[src/rtl/vec_seq_pkg.sv]
package vec_seq_pkg;
   typedef enum logic [1:0] {
      PK_NONE = 2'b00,
      PK_HALT = 2'b01,
      PK_COND = 2'b10,
      PK_RSVD = 2'b11
   } pause_kind_e;
endpackage

[src/rtl/vec_seq_xsync.sv]
module vec_seq_xsync #(
   parameter int SYNC_STAGES = 2
) (
   input  logic clk,
   input  logic rst_n,
   input  logic run,
   input  logic step_en,
   input  logic edge_mode,
   input  logic xj_in,
   output logic fire
);
   localparam int TOP = SYNC_STAGES - 1;

   logic [TOP:0] sync_q;
   logic         prev_q;
   logic         pend_q;
   logic         synced;
   logic         rise;

   assign synced = sync_q[TOP];
   assign rise   = synced & ~prev_q;

   // Idle level is high so that reset never looks like an active-low request.
   always_ff @(posedge clk or negedge rst_n) begin
      if (!rst_n) begin
         sync_q <= '1;
         prev_q <= 1'b1;
         pend_q <= 1'b0;
      end else begin
         sync_q <= {sync_q[TOP-1:0], xj_in};
         prev_q <= synced;
         pend_q <= run & edge_mode & (pend_q | rise) & ~step_en;
      end
   end

   assign fire = run & (edge_mode ? (rise | pend_q) : ~synced);
endmodule

[src/rtl/vec_seq_pause.sv]
module vec_seq_pause
   import vec_seq_pkg::*;
#(
   parameter int EVT_W = 8
) (
   input  logic [EVT_W-1:0] evt_bus,
   input  logic [EVT_W-1:0] p_event,
   input  logic [EVT_W-1:0] p_mask,
   input  pause_kind_e      kind,
   output logic             hold
);
   logic [EVT_W-1:0] miss;

   for (genvar i = 0; i < EVT_W; i++) begin : g_bit
      assign miss[i] = (evt_bus[i] ^ p_event[i]) & ~p_mask[i];
   end

   always_comb begin
      unique case (kind)
         PK_HALT: hold = 1'b1;
         PK_COND: hold = ~|miss;
         default: hold = 1'b0;
      endcase
   end
endmodule

[src/rtl/vec_seq_next.sv]
module vec_seq_next #(
   parameter int ADDR_W = 8,
   parameter int DEPTH  = 200
) (
   input  logic [ADDR_W-1:0] cur,
   input  logic [ADDR_W-1:0] tgt_a,
   input  logic [ADDR_W-1:0] tgt_b,
   input  logic              ld_a,
   input  logic              ld_b,
   input  logic              fire,
   input  logic              hold,
   output logic [ADDR_W-1:0] nxt
);
   localparam logic [ADDR_W-1:0] LAST = ADDR_W'(DEPTH - 1);

   always_comb begin
      if (fire)             nxt = tgt_a;
      else if (hold)        nxt = cur;
      else if (ld_a)        nxt = tgt_a;
      else if (ld_b)        nxt = tgt_b;
      else if (cur == LAST) nxt = '0;
      else                  nxt = cur + 1'b1;
   end
endmodule

[src/rtl/vec_seq.sv]
module vec_seq
   import vec_seq_pkg::*;
#(
   parameter int ADDR_W      = 8,
   parameter int DEPTH       = 200,
   parameter int EVT_W       = 8,
   parameter int SYNC_STAGES = 2
) (
   input  logic              clk,
   input  logic              rst_n,
   input  logic              run,
   input  logic              step_en,
   input  logic              xj_edge_mode,
   input  logic [ADDR_W-1:0] jmp_a_addr,
   input  logic [ADDR_W-1:0] jmp_b_addr,
   input  logic [EVT_W-1:0]  p_event,
   input  logic [EVT_W-1:0]  p_mask,
   input  logic              ld_a,
   input  logic              ld_b,
   input  logic [1:0]        pause_kind,
   input  logic [EVT_W-1:0]  evt_bus,
   input  logic              xjump_in,
   output logic [ADDR_W-1:0] step_addr
);
   if (DEPTH < 2 || DEPTH > (1 << ADDR_W)) begin : g_bad_depth
      $error("vec_seq: DEPTH must lie in 2 .. 2**ADDR_W");
   end
   if (SYNC_STAGES < 2) begin : g_bad_sync
      $error("vec_seq: SYNC_STAGES must be at least 2");
   end
   if (EVT_W < 1) begin : g_bad_evt
      $error("vec_seq: EVT_W must be at least 1");
   end

   logic              xj_fire;
   logic              hold;
   logic [ADDR_W-1:0] addr_q;
   logic [ADDR_W-1:0] addr_nxt;

   vec_seq_xsync #(.SYNC_STAGES(SYNC_STAGES)) xsync_i (
      .clk       (clk),
      .rst_n     (rst_n),
      .run       (run),
      .step_en   (step_en),
      .edge_mode (xj_edge_mode),
      .xj_in     (xjump_in),
      .fire      (xj_fire)
   );

   vec_seq_pause #(.EVT_W(EVT_W)) pause_i (
      .evt_bus (evt_bus),
      .p_event (p_event),
      .p_mask  (p_mask),
      .kind    (pause_kind_e'(pause_kind)),
      .hold    (hold)
   );

   vec_seq_next #(.ADDR_W(ADDR_W), .DEPTH(DEPTH)) next_i (
      .cur   (addr_q),
      .tgt_a (jmp_a_addr),
      .tgt_b (jmp_b_addr),
      .ld_a  (ld_a),
      .ld_b  (ld_b),
      .fire  (xj_fire),
      .hold  (hold),
      .nxt   (addr_nxt)
   );

   always_ff @(posedge clk or negedge rst_n) begin
      if (!rst_n)       addr_q <= '0;
      else if (!run)    addr_q <= '0;
      else if (step_en) addr_q <= addr_nxt;
   end

   assign step_addr = addr_q;
endmodule

[config.mk]
export PLATFORM = sky130hd
export DESIGN_NAME = vec_seq
export DESIGN_NICKNAME = d
export VERILOG_FILES = /design/src/rtl/vec_seq_pkg.sv /design/src/rtl/vec_seq_xsync.sv /design/src/rtl/vec_seq_pause.sv /design/src/rtl/vec_seq_next.sv /design/src/rtl/vec_seq.sv
export SDC_FILE = /design/constraint.sdc
export NUM_CORES = 1
export LEC_CHECK = 0
export ABC_CLOCK_PERIOD_IN_PS = 5300
export BUFFER_PORTS_ARGS = -buffer_cell sky130_fd_sc_hd__buf_2
export CAP_MARGIN = 20
export CORE_MARGIN = 8
export CORE_UTILIZATION = 35
export DETAILED_ROUTE_END_ITERATION = 6
export GPL_ROUTABILITY_DRIVEN = 1
export PLACE_DENSITY = 0.62
export SKIP_LAST_GASP = 1
export SLEW_MARGIN = 0
export SYNTH_ARGS = -nofsm -noshare
export SYNTH_HDL_FRONTEND = slang
export SYNTH_HIERARCHICAL = 1
export SYNTH_SLANG_ARGS = --single-unit
[constraint.sdc]
create_clock -name clk -period 5.3 [get_ports clk]
set_input_delay 0.53 -clock clk [delete_from_list [all_inputs] [get_ports clk]]
set_output_delay 0.53 -clock clk [all_outputs]
set_load 0.02 [all_outputs]
==> reports/metrics.csv, run 1 <==
metric,value,unit
initial detailed-routing violation count,69,
Clock Pin Slew Worst Setup and Hold Paths,80,ps
drt via density,5.08,
FMAX,397,MHz
register area share after synthesis,0.260,
Post-CTS Setup Inserts,0,
number of port buffers,57,
Post-CTS Resized,0,
Setup TNS Final,0,ps
chip width,73.8,um
DR DRC count,0,
kind of critical path,primary input to flop,
largest net degree at the start of global routing,13,
Yosys top cell area share,0.193,
core area,3260,um2
Tot GR Track Use,0.130,
Final Setup Violations,0,
CTS tree,built,
Antenna Nets Post-Route,0,
fin crit share,0.475,
die area,5440,um2
Syn Inst Count,129,
HPWL Detailed,2890,um
RSZ-0062 raised after global routing,no,
CTS Root Cell,clkbuf_4,
GRT overflow,0,
Worst VDD drop,0.000127,V
measured slew at the worst slew-check pin,418,ps
TritonCTS buffer count,3,
Slew Limit Fails,0,
final wirelength,3490,um
worst hold path type,primary input to asynchronous set/reset pin,
Crit Path Max Fanout,8,
pwr dens,191,nW/um2
Yosys warnings,6,
Antenna diodes,0,
vias in the first global route,1256,
maxcap violations,0,
Worst EP required,5510,ps
htree depth,1,
final clock skew,4.00,ps
Vias,1174,
Starting Density,0.358,
syn nets,182,
layout cell share with drive strength beyond 1,0.405,
Critical R2R Launch,xsync_i/sync_q[1]$_DFF_PN1_,
LEAKAGE,0.705,nW
placed cells,227,
wire per inst,15.1,um
FF-to-FF setup slack,3140,ps
Non-Filler Instances,231,
clk buf depth,2,
Pre-antenna DRT Iters,4,
CP Data Arrival Time,2730,ps
CP endpoint kind,flop,
syn avg cell area,9.05,um2
synth unique cells,46,
RD Place Congestion,0.845,
worst-case reg-to-reg path depth,8,
top_reg_cell synth,dfrtp_1,
Async SR Flop Fraction,1.00,
fillers,353,
initial antenna violation count,0,
"Hold Violations, Final",0,
Post-synth EDFFs,0,
Seq cells post-synth,12,
status,finished clean,
Layout area overhead,29.9,%
chip height,73.8,um
# IOs,58,
Layout Nets,239,
largest area contributor in the netlist,dfrtp_1,
CP Launch Type,primary input,
"top cells by area, synth","dfrtp_1 (19%), xnor2_1 (9.0%), nor2b_1 (8.0%)",
clock sink total,12,
hold buffers post-CTS,0,
Slew HR,0.722,
"Clk Latency, worst-skew pair",270,ps
post-synth design cell area,1170,um2
num rows,21,
first-pass GRT wire length,5720,um
RR Endpoint,step_addr[7]$_DFFE_PN0P_,
final period demand of the worst path,2520,ps
## synth_stat cells (all sizes together), types with 2 or more instances
cell	instances
a221oi	5
nand3	2
o221ai	2
nand2b	2
ha	3
mux2i	8
inv	9
dfstp	3
nor2	8
buf	4
o22ai	9
o21ai	6
xnor2	12
o2bb2ai	2
nand2	6
a21oi	4
dfrtp	9
nor2b	15
a31oi	2
## stage by stage
| step | hold WS [ps] | power (mW) | util | setup slack [ps] | area [um2] |
|---|---|---|---|---|---|
| after global placement | 347 | 0.216 | 0.454 | 2670 | 1480 |
| after global routing | 129 | 0.307 | 0.465 | 2590 | 1520 |
| after detailed placement | 356 | 0.218 | 0.454 | 2540 | 1480 |
| after floorplan | 234 | 0.178 | - | 2920 | 1170 |
| after CTS | 127 | 0.291 | 0.465 | 2810 | 1520 |
| final | 123 | 0.289 | 0.465 | 2780 | 1520 |
## per-layer routing
layer / global-route usage / wire [um] / vias up
met1: 0.153 / 1560 / 565
met3: 0.0246 / 98 / 2
met4: 0.0288 / 19 / 0
li1: - / - / 589
met2: 0.234 / 1810 / 18
met5: 0 / 0 / -
## area by class of cell
| cell class | instances | area, um2 | share of cell area |
|---|---|---|---|
| inverter | 9 | 33.8 | 0.0223 |
| clock buffer | 4 | 36.3 | 0.0239 |
| multi-input combinational | 103 | 800 | 0.527 |
| sequential | 12 | 304 | 0.200 |
| timing repair buffer | 57 | 285 | 0.188 |
| tap | 46 | 57.6 | 0.0380 |
## cell families (layout without fill, tap and decap cells)
logic type,Yosys count,after routing,share of synthesized area
AND/OR/NAND/NOR,43,43,0.217
AO/OA/AOI/OAI,36,36,0.270
buffers and inverters,14,70,0.0547
XOR/XNOR,13,13,0.0975
flip-flops,12,12,0.260
multiplexers,8,8,0.0686
adder cells (fa/ha/maj),3,3,0.0322
## report_power, final
group	total [mW]	internal (mW)	leakage, nW	switching, mW
Combinational	0.104	0.0504	0.532	0.0533
Sequential	0.113	0.0988	0.152	0.0139
Clock	0.0729	0.0417	0.0210	0.0312
## flip-flops by register name, indices dropped and copies added, names as in the netlist
name,cells
xsync_i/sync_q,2
xsync_i/pend_q,1
xsync_i/prev_q,1
step_addr,8
## cell usage in the layout, fill, tap and decap left out, types with 4 or more instances in the layout
| cell type | Yosys | layout |
|---|---|---|
| xnor2_1 | 12 | 12 |
| mux2i_1 | 8 | 8 |
| nor2b_1 | 15 | 15 |
| a21oi_1 | 4 | 4 |
| nor2_1 | 7 | 7 |
| dfrtp_1 | 9 | 9 |
| o22ai_1 | 7 | 7 |
| buf_2 | 3 | 57 |
| inv_1 | 9 | 9 |
| nand2_1 | 6 | 6 |
## how the worst max path moves through the flow
stage / from / to / slack (ps) / cells past startpoint
floorplan: p_event[2] / step_addr[6]$_DFFE_PN0P_ / 2920 / 10
global placement: p_event[2] / step_addr[6]$_DFFE_PN0P_ / 2670 / 11
detailed placement: p_event[2] / step_addr[6]$_DFFE_PN0P_ / 2540 / 11
CTS: p_event[2] / step_addr[6]$_DFFE_PN0P_ / 2810 / 11
global route: p_event[2] / step_addr[6]$_DFFE_PN0P_ / 2590 / 11
finish: p_event[2] / step_addr[6]$_DFFE_PN0P_ / 2780 / 11
## worst max-delay path, stage by stage
cell      delay [ps]
buf_2            100
xnor2_1          150
o22ai_1           90
or4_1            550
o22ai_2          280
nor2b_1          160
nor2_2           250
o221ai_1         170
o211ai_1         220
mux2i_1          100
nor2b_1          110
No activity file was read; power rests on OpenSTA's default activity.
==> inputs of run 2 (changes only) <==
--- a/config.mk
+++ b/config.mk
@@ -5,14 +5,14 @@
 export SDC_FILE = /design/constraint.sdc
 export NUM_CORES = 1
 export LEC_CHECK = 0
-export ABC_CLOCK_PERIOD_IN_PS = 5300
+export ABC_CLOCK_PERIOD_IN_PS = 2100
 export BUFFER_PORTS_ARGS = -buffer_cell sky130_fd_sc_hd__buf_2
 export CAP_MARGIN = 20
 export CORE_MARGIN = 8
 export CORE_UTILIZATION = 35
 export DETAILED_ROUTE_END_ITERATION = 6
 export GPL_ROUTABILITY_DRIVEN = 1
-export PLACE_DENSITY = 0.62
+export PLACE_DENSITY = 0.64
 export SKIP_LAST_GASP = 1
 export SLEW_MARGIN = 0
 export SYNTH_ARGS = -nofsm -noshare
==> constraint.sdc (replaced) <==
create_clock -name clk -period 2.1 [get_ports clk]
set_input_delay 0.21 -clock clk [delete_from_list [all_inputs] [get_ports clk]]
set_output_delay 0.21 -clock clk [all_outputs]
set_load 0.02 [all_outputs]
==> reports/metrics.csv, run 2 (same netlist as run 1, synthesis figures left out) <==
metric,value,unit
wire per inst,14.7,um
core area,3260,um2
GRT overflow,0,
chip height,73.8,um
kind of critical path,flop to flop,
HPWL Detailed,2910,um
# IOs,58,
"Core Util, Final",0.493,
most frequent cells in the layout,"buf_2 (57), nor2b_1 (14), xnor2_1 (11), inv_1 (9), dfrtp_1 (9)",
Slew HR,0.755,
maxcap violations,0,
Layout Nets,248,
TritonCTS buffer count,3,
Worst EP required,2260,ps
htree depth,1,
Antenna Nets Post-Route,0,
RD Place Congestion,0.802,
total power,0.747,mW
Post-CTS Setup Inserts,0,
first-pass GRT wire length,5690,um
Starting Density,0.358,
CP Data Arrival Time,2150,ps
sequential share of power,0.376,
Switching Fraction,0.330,
"Clk Latency, worst-skew pair",270,ps
fillers,338,
final clock skew,0.952,ps
RSZ-0062 raised after global routing,no,
clk buf depth,2,
CP Launch Type,flop,
Slew Limit Fails,0,
worst hold path type,primary input to flop,
"Hold Violations, Final",0,
hold_ws,32.5,ps
CTS tree,built,
Antenna diodes,0,
Vias,1206,
measured slew at the worst slew-check pin,368,ps
pwr dens,465,nW/um2
CTS Root Cell,clkbuf_4,
Final Setup Violations,0,
Logic pwr share,0.383,
layout cell share with drive strength beyond 1,0.443,
clock sink total,12,
Pre-antenna DRT Iters,4,
clock share of power,0.241,
fin crit share,0.945,
vias in the first global route,1228,
CP endpoint kind,flop,
num rows,21,
chip width,73.8,um
P_sw,0.247,mW
Crit Path Max Fanout,7,
largest net degree at the start of global routing,13,
LEAKAGE,0.757,nW
final wirelength,3540,um
die area,5440,um2
Worst VDD drop,0.000485,V
internal power,0.501,mW
final period demand of the worst path,1980,ps
Tot GR Track Use,0.132,
max FFs per register,8,
initial detailed-routing violation count,69,
Clock Pin Slew Worst Setup and Hold Paths,70,ps
number of port buffers,57,
FMAX,504,MHz
initial antenna violation count,0,
most common library cell in the layout ignoring fill and taps,buf_2,
drt via density,5.03,
status,finished clean,
Layout area overhead,37.7,%
DR DRC count,0,
## run 2: power by group through the flow
stage	Sequential [mW]	Clock (mW)	Combinational, mW
3_5_place_dp	0.285	0	0.280
6_report	0.281	0.180	0.286
4_1_cts	0.281	0.190	0.283
2_1_floorplan	0.293	0	0.155
5_1_grt	0.284	0.206	0.312
3_3_place_gp	0.283	0	0.274
## run 2: timing repair
item,in CTS,in global routing
endpoints found under the setup margin,0,5
endpoints found under the hold margin,9,0
resized for setup,0,3
hold buffers,1,0
## run 2: critical path, stage by stage (launching register included)
cell and delay (ps):
dfstp_2 520, nor2b_1 50, o311a_4 350, or3_1 450, a221oi_2 230, nor2_1 80, mux2i_1 140, nor2b_1 60
## run 2: final cells by class
class,count,area (um2),area share
clock buffers,4,36.3,0.0226
inverters,9,33.8,0.0210
multi-input cells,103,821,0.511
flip-flops and latches,12,304,0.189
well taps,46,57.6,0.0358
repair buffers,66,355,0.221
## run 2: metal layers
layer  part of all wire  vias to the layer above  wire [um]  GRT usage
met5                  0                        -          0          0
met4             0.0082                        0         29     0.0244
met3              0.061                        2        215     0.0368
met1               0.41                      560       1440      0.149
met2               0.52                       38       1850      0.238
li1                   -                      606          -          -
## run 2: final timing paths
path	start	depth (start not counted)	slack (ps)	to
max	xsync_i/prev_q$_DFF_PN1_	7	120	step_addr[1]$_DFFE_PN0P_
min	xjump_in	1	30	xsync_i/sync_q[0]$_DFF_PN1_
max reg2reg	xsync_i/prev_q$_DFF_PN1_	7	120	step_addr[1]$_DFFE_PN0P_
min reg2reg	xsync_i/sync_q[0]$_DFF_PN1_	0	360	xsync_i/sync_q[1]$_DFF_PN1_
max in group asynchronous	rst_n	2	1490	xsync_i/sync_q[1]$_DFF_PN1_
min in group asynchronous	rst_n	2	340	step_addr[1]$_DFFE_PN0P_
## run 2: per-stage QoR
step,setup slack (ps),std cells,cell area [um2],TNS (ps)
after global routing,0.818,240,1610,0
after CTS,56.6,240,1590,0
after global placement,-47.3,235,1540,-184
after floorplan,42.9,129,1170,0
final,115,240,1610,0
after detailed placement,-76.7,235,1540,-489
==> inputs of run 3 (changes only) <==
--- a/config.mk
+++ b/config.mk
@@ -5,14 +5,13 @@
 export SDC_FILE = /design/constraint.sdc
 export NUM_CORES = 1
 export LEC_CHECK = 0
-export ABC_CLOCK_PERIOD_IN_PS = 2100
+export ABC_CLOCK_PERIOD_IN_PS = 2000
 export BUFFER_PORTS_ARGS = -buffer_cell sky130_fd_sc_hd__buf_2
-export CAP_MARGIN = 20
 export CORE_MARGIN = 8
 export CORE_UTILIZATION = 35
 export DETAILED_ROUTE_END_ITERATION = 6
 export GPL_ROUTABILITY_DRIVEN = 1
-export PLACE_DENSITY = 0.64
+export PLACE_DENSITY = 0.62
 export SKIP_LAST_GASP = 1
 export SLEW_MARGIN = 0
 export SYNTH_ARGS = -nofsm -noshare
==> constraint.sdc (replaced) <==
create_clock -name clk -period 2 [get_ports clk]
set_input_delay 0.2 -clock clk [delete_from_list [all_inputs] [get_ports clk]]
set_output_delay 0.2 -clock clk [all_outputs]
set_load 0.02 [all_outputs]
==> reports/metrics.csv, run 3 (same netlist as run 1, synthesis figures left out) <==
metric,value,unit
most common library cell in the layout ignoring fill and taps,buf_2,
final period demand of the worst path,1940,ps
CP Launch Type,primary input,
Pre-antenna DRT Iters,4,
"Core Util, Final",0.538,
TritonCTS buffer count,3,
clock share of power,0.236,
HPWL Detailed,3030,um
Worst VDD drop,0.000416,V
status,finished clean,
RD Place Congestion,0.792,
CTS tree,built,
final instance area,1750,um2
measured slew at the worst slew-check pin,348,ps
fin crit share,0.971,
max FFs per register,8,
Global Route met3 Usage,0.0286,
clock sink total,12,
FF-to-FF setup slack,80,ps
DR DRC count,0,
Layout area overhead,50.1,%
Layout Nets,253,
kind of critical path,primary input to flop,
FMAX,515,MHz
chip width,73.8,um
num rows,21,
RSZ-0062 raised after global routing,yes,
Starting Density,0.358,
GR Util met1,0.158,
chip height,73.8,um
CP Data Arrival Time,2120,ps
Worst EP required,2180,ps
Final WS setup,57.1,ps
CP endpoint kind,flop,
pwr dens,479,nW/um2
P_sw,0.285,mW
LEAKAGE,0.811,nW
clk buf depth,2,
initial antenna violation count,0,
total power,0.839,mW
placed cell area,1570,um2
# IOs,58,
GRT met2 Usage,0.247,
Slew HR,0.765,
Final Setup Violations,0,
final clock skew,3.30,ps
GRT overflow,0,
pre-CTS WS,-297,ps
initial detailed-routing violation count,61,
number of port buffers,57,
first-pass GRT wire length,5930,um
most frequent cells in the layout,"buf_2 (54), nor2b_1 (12), buf_4 (11), xnor2_1 (10)",
Clock Pin Slew Worst Setup and Hold Paths,80,ps
Logic pwr share,0.415,
layout cell share with drive strength beyond 1,0.508,
Tot GR Track Use,0.140,
Slew Limit Fails,0,
grt peak-use layer,met2,
CTS Root Cell,clkbuf_4,
hold_ws,14.6,ps
core area,3260,um2
Crit Path Max Fanout,5,
Antenna diodes,0,
final wirelength,3780,um
Vias,1269,
"Hold Violations, Final",0,
die area,5440,um2
Switching Fraction,0.339,
worst hold path type,primary input to flop,
maxcap violations,0,
largest net degree at the start of global routing,13,
drt via density,5.18,
sequential share of power,0.350,
htree depth,1,
vias in the first global route,1303,
"Clk Latency, worst-skew pair",280,ps
internal power,0.554,mW
Antenna Nets Post-Route,0,
wire per inst,15.4,um
run 3: cell count changes in the layout (fill, tap and decap cells not counted), moves of 2 or more:
cell and delta:
nor2b_1 -2, buf_6 +4, buf_2 -3, buf_4 +3, nor2b_4 +2
run 3: final timing paths:
check | start | end | cells after the start
worst max-delay path | evt_bus[7] | step_addr[4]$_DFFE_PN0P_ | 12
worst min-delay path | xjump_in | xsync_i/sync_q[0]$_DFF_PN1_ | 1
worst max register to register | xsync_i/prev_q$_DFF_PN1_ | step_addr[3]$_DFFE_PN0P_ | 7
worst min register to register | xsync_i/sync_q[0]$_DFF_PN1_ | xsync_i/sync_q[1]$_DFF_PN1_ | 0
max in group asynchronous | rst_n | xsync_i/sync_q[0]$_DFF_PN1_ | 2
min in group asynchronous | rst_n | step_addr[6]$_DFFE_PN0P_ | 2
run 3: area by class of cell:
cell class | instances | area, um2
Clock buffer | 4 | 36.3
Fill cell | 316 | 1510
Inverter | 9 | 33.8
Multi-Input combinational cell | 103 | 897
Sequential cell | 12 | 304
Tap cell | 46 | 57.6
Timing Repair Buffer | 71 | 423
run 3: routing by layer:
layer  wire length [um]  share of wire  up-vias
li1                   -              -      618
met1               1590           0.42      609
met2               1960           0.52       35
met3                181          0.048        7
met4                 55          0.015        0
met5                  0              0        -
run 3: repair_timing:
item | CTS | global route
hold endpoints to repair | 9 | 0
setup endpoints to repair | 3 | 8
gates resized for setup | 0 | 21
hold buffers | 1 | 0
buffers inserted | 0 | 4
pin swaps | 1 | 7
run 3: critical path, cell delays in order:
cell and delay [ps]:
buf_8 100, xnor2_4 150, o22ai_2 100, or4_4 530, o22ai_4 250, buf_4 170, nor2b_1 120, a31oi_1 50
o22ai_1 210, nor2_1 70, mux2i_1 130, nor2b_1 60
run 3: metrics by stage:
step                TNS [ps]  std cells
floorplan                  0        129
global placement       -1190        236
detailed placement     -1980        236
CTS                    -14.6        241
global route           -74.3        245
finish                     0        245
run 3: power groups by stage:
stage                     Combinational, mW  Sequential [mW]  Clock [mW]
final                                 0.348            0.293       0.198
after global routing                  0.380            0.296       0.210
after CTS                             0.312            0.292       0.202
after detailed placement              0.310            0.297           0
after global placement                0.302            0.296           0
after floorplan                       0.172            0.308           0
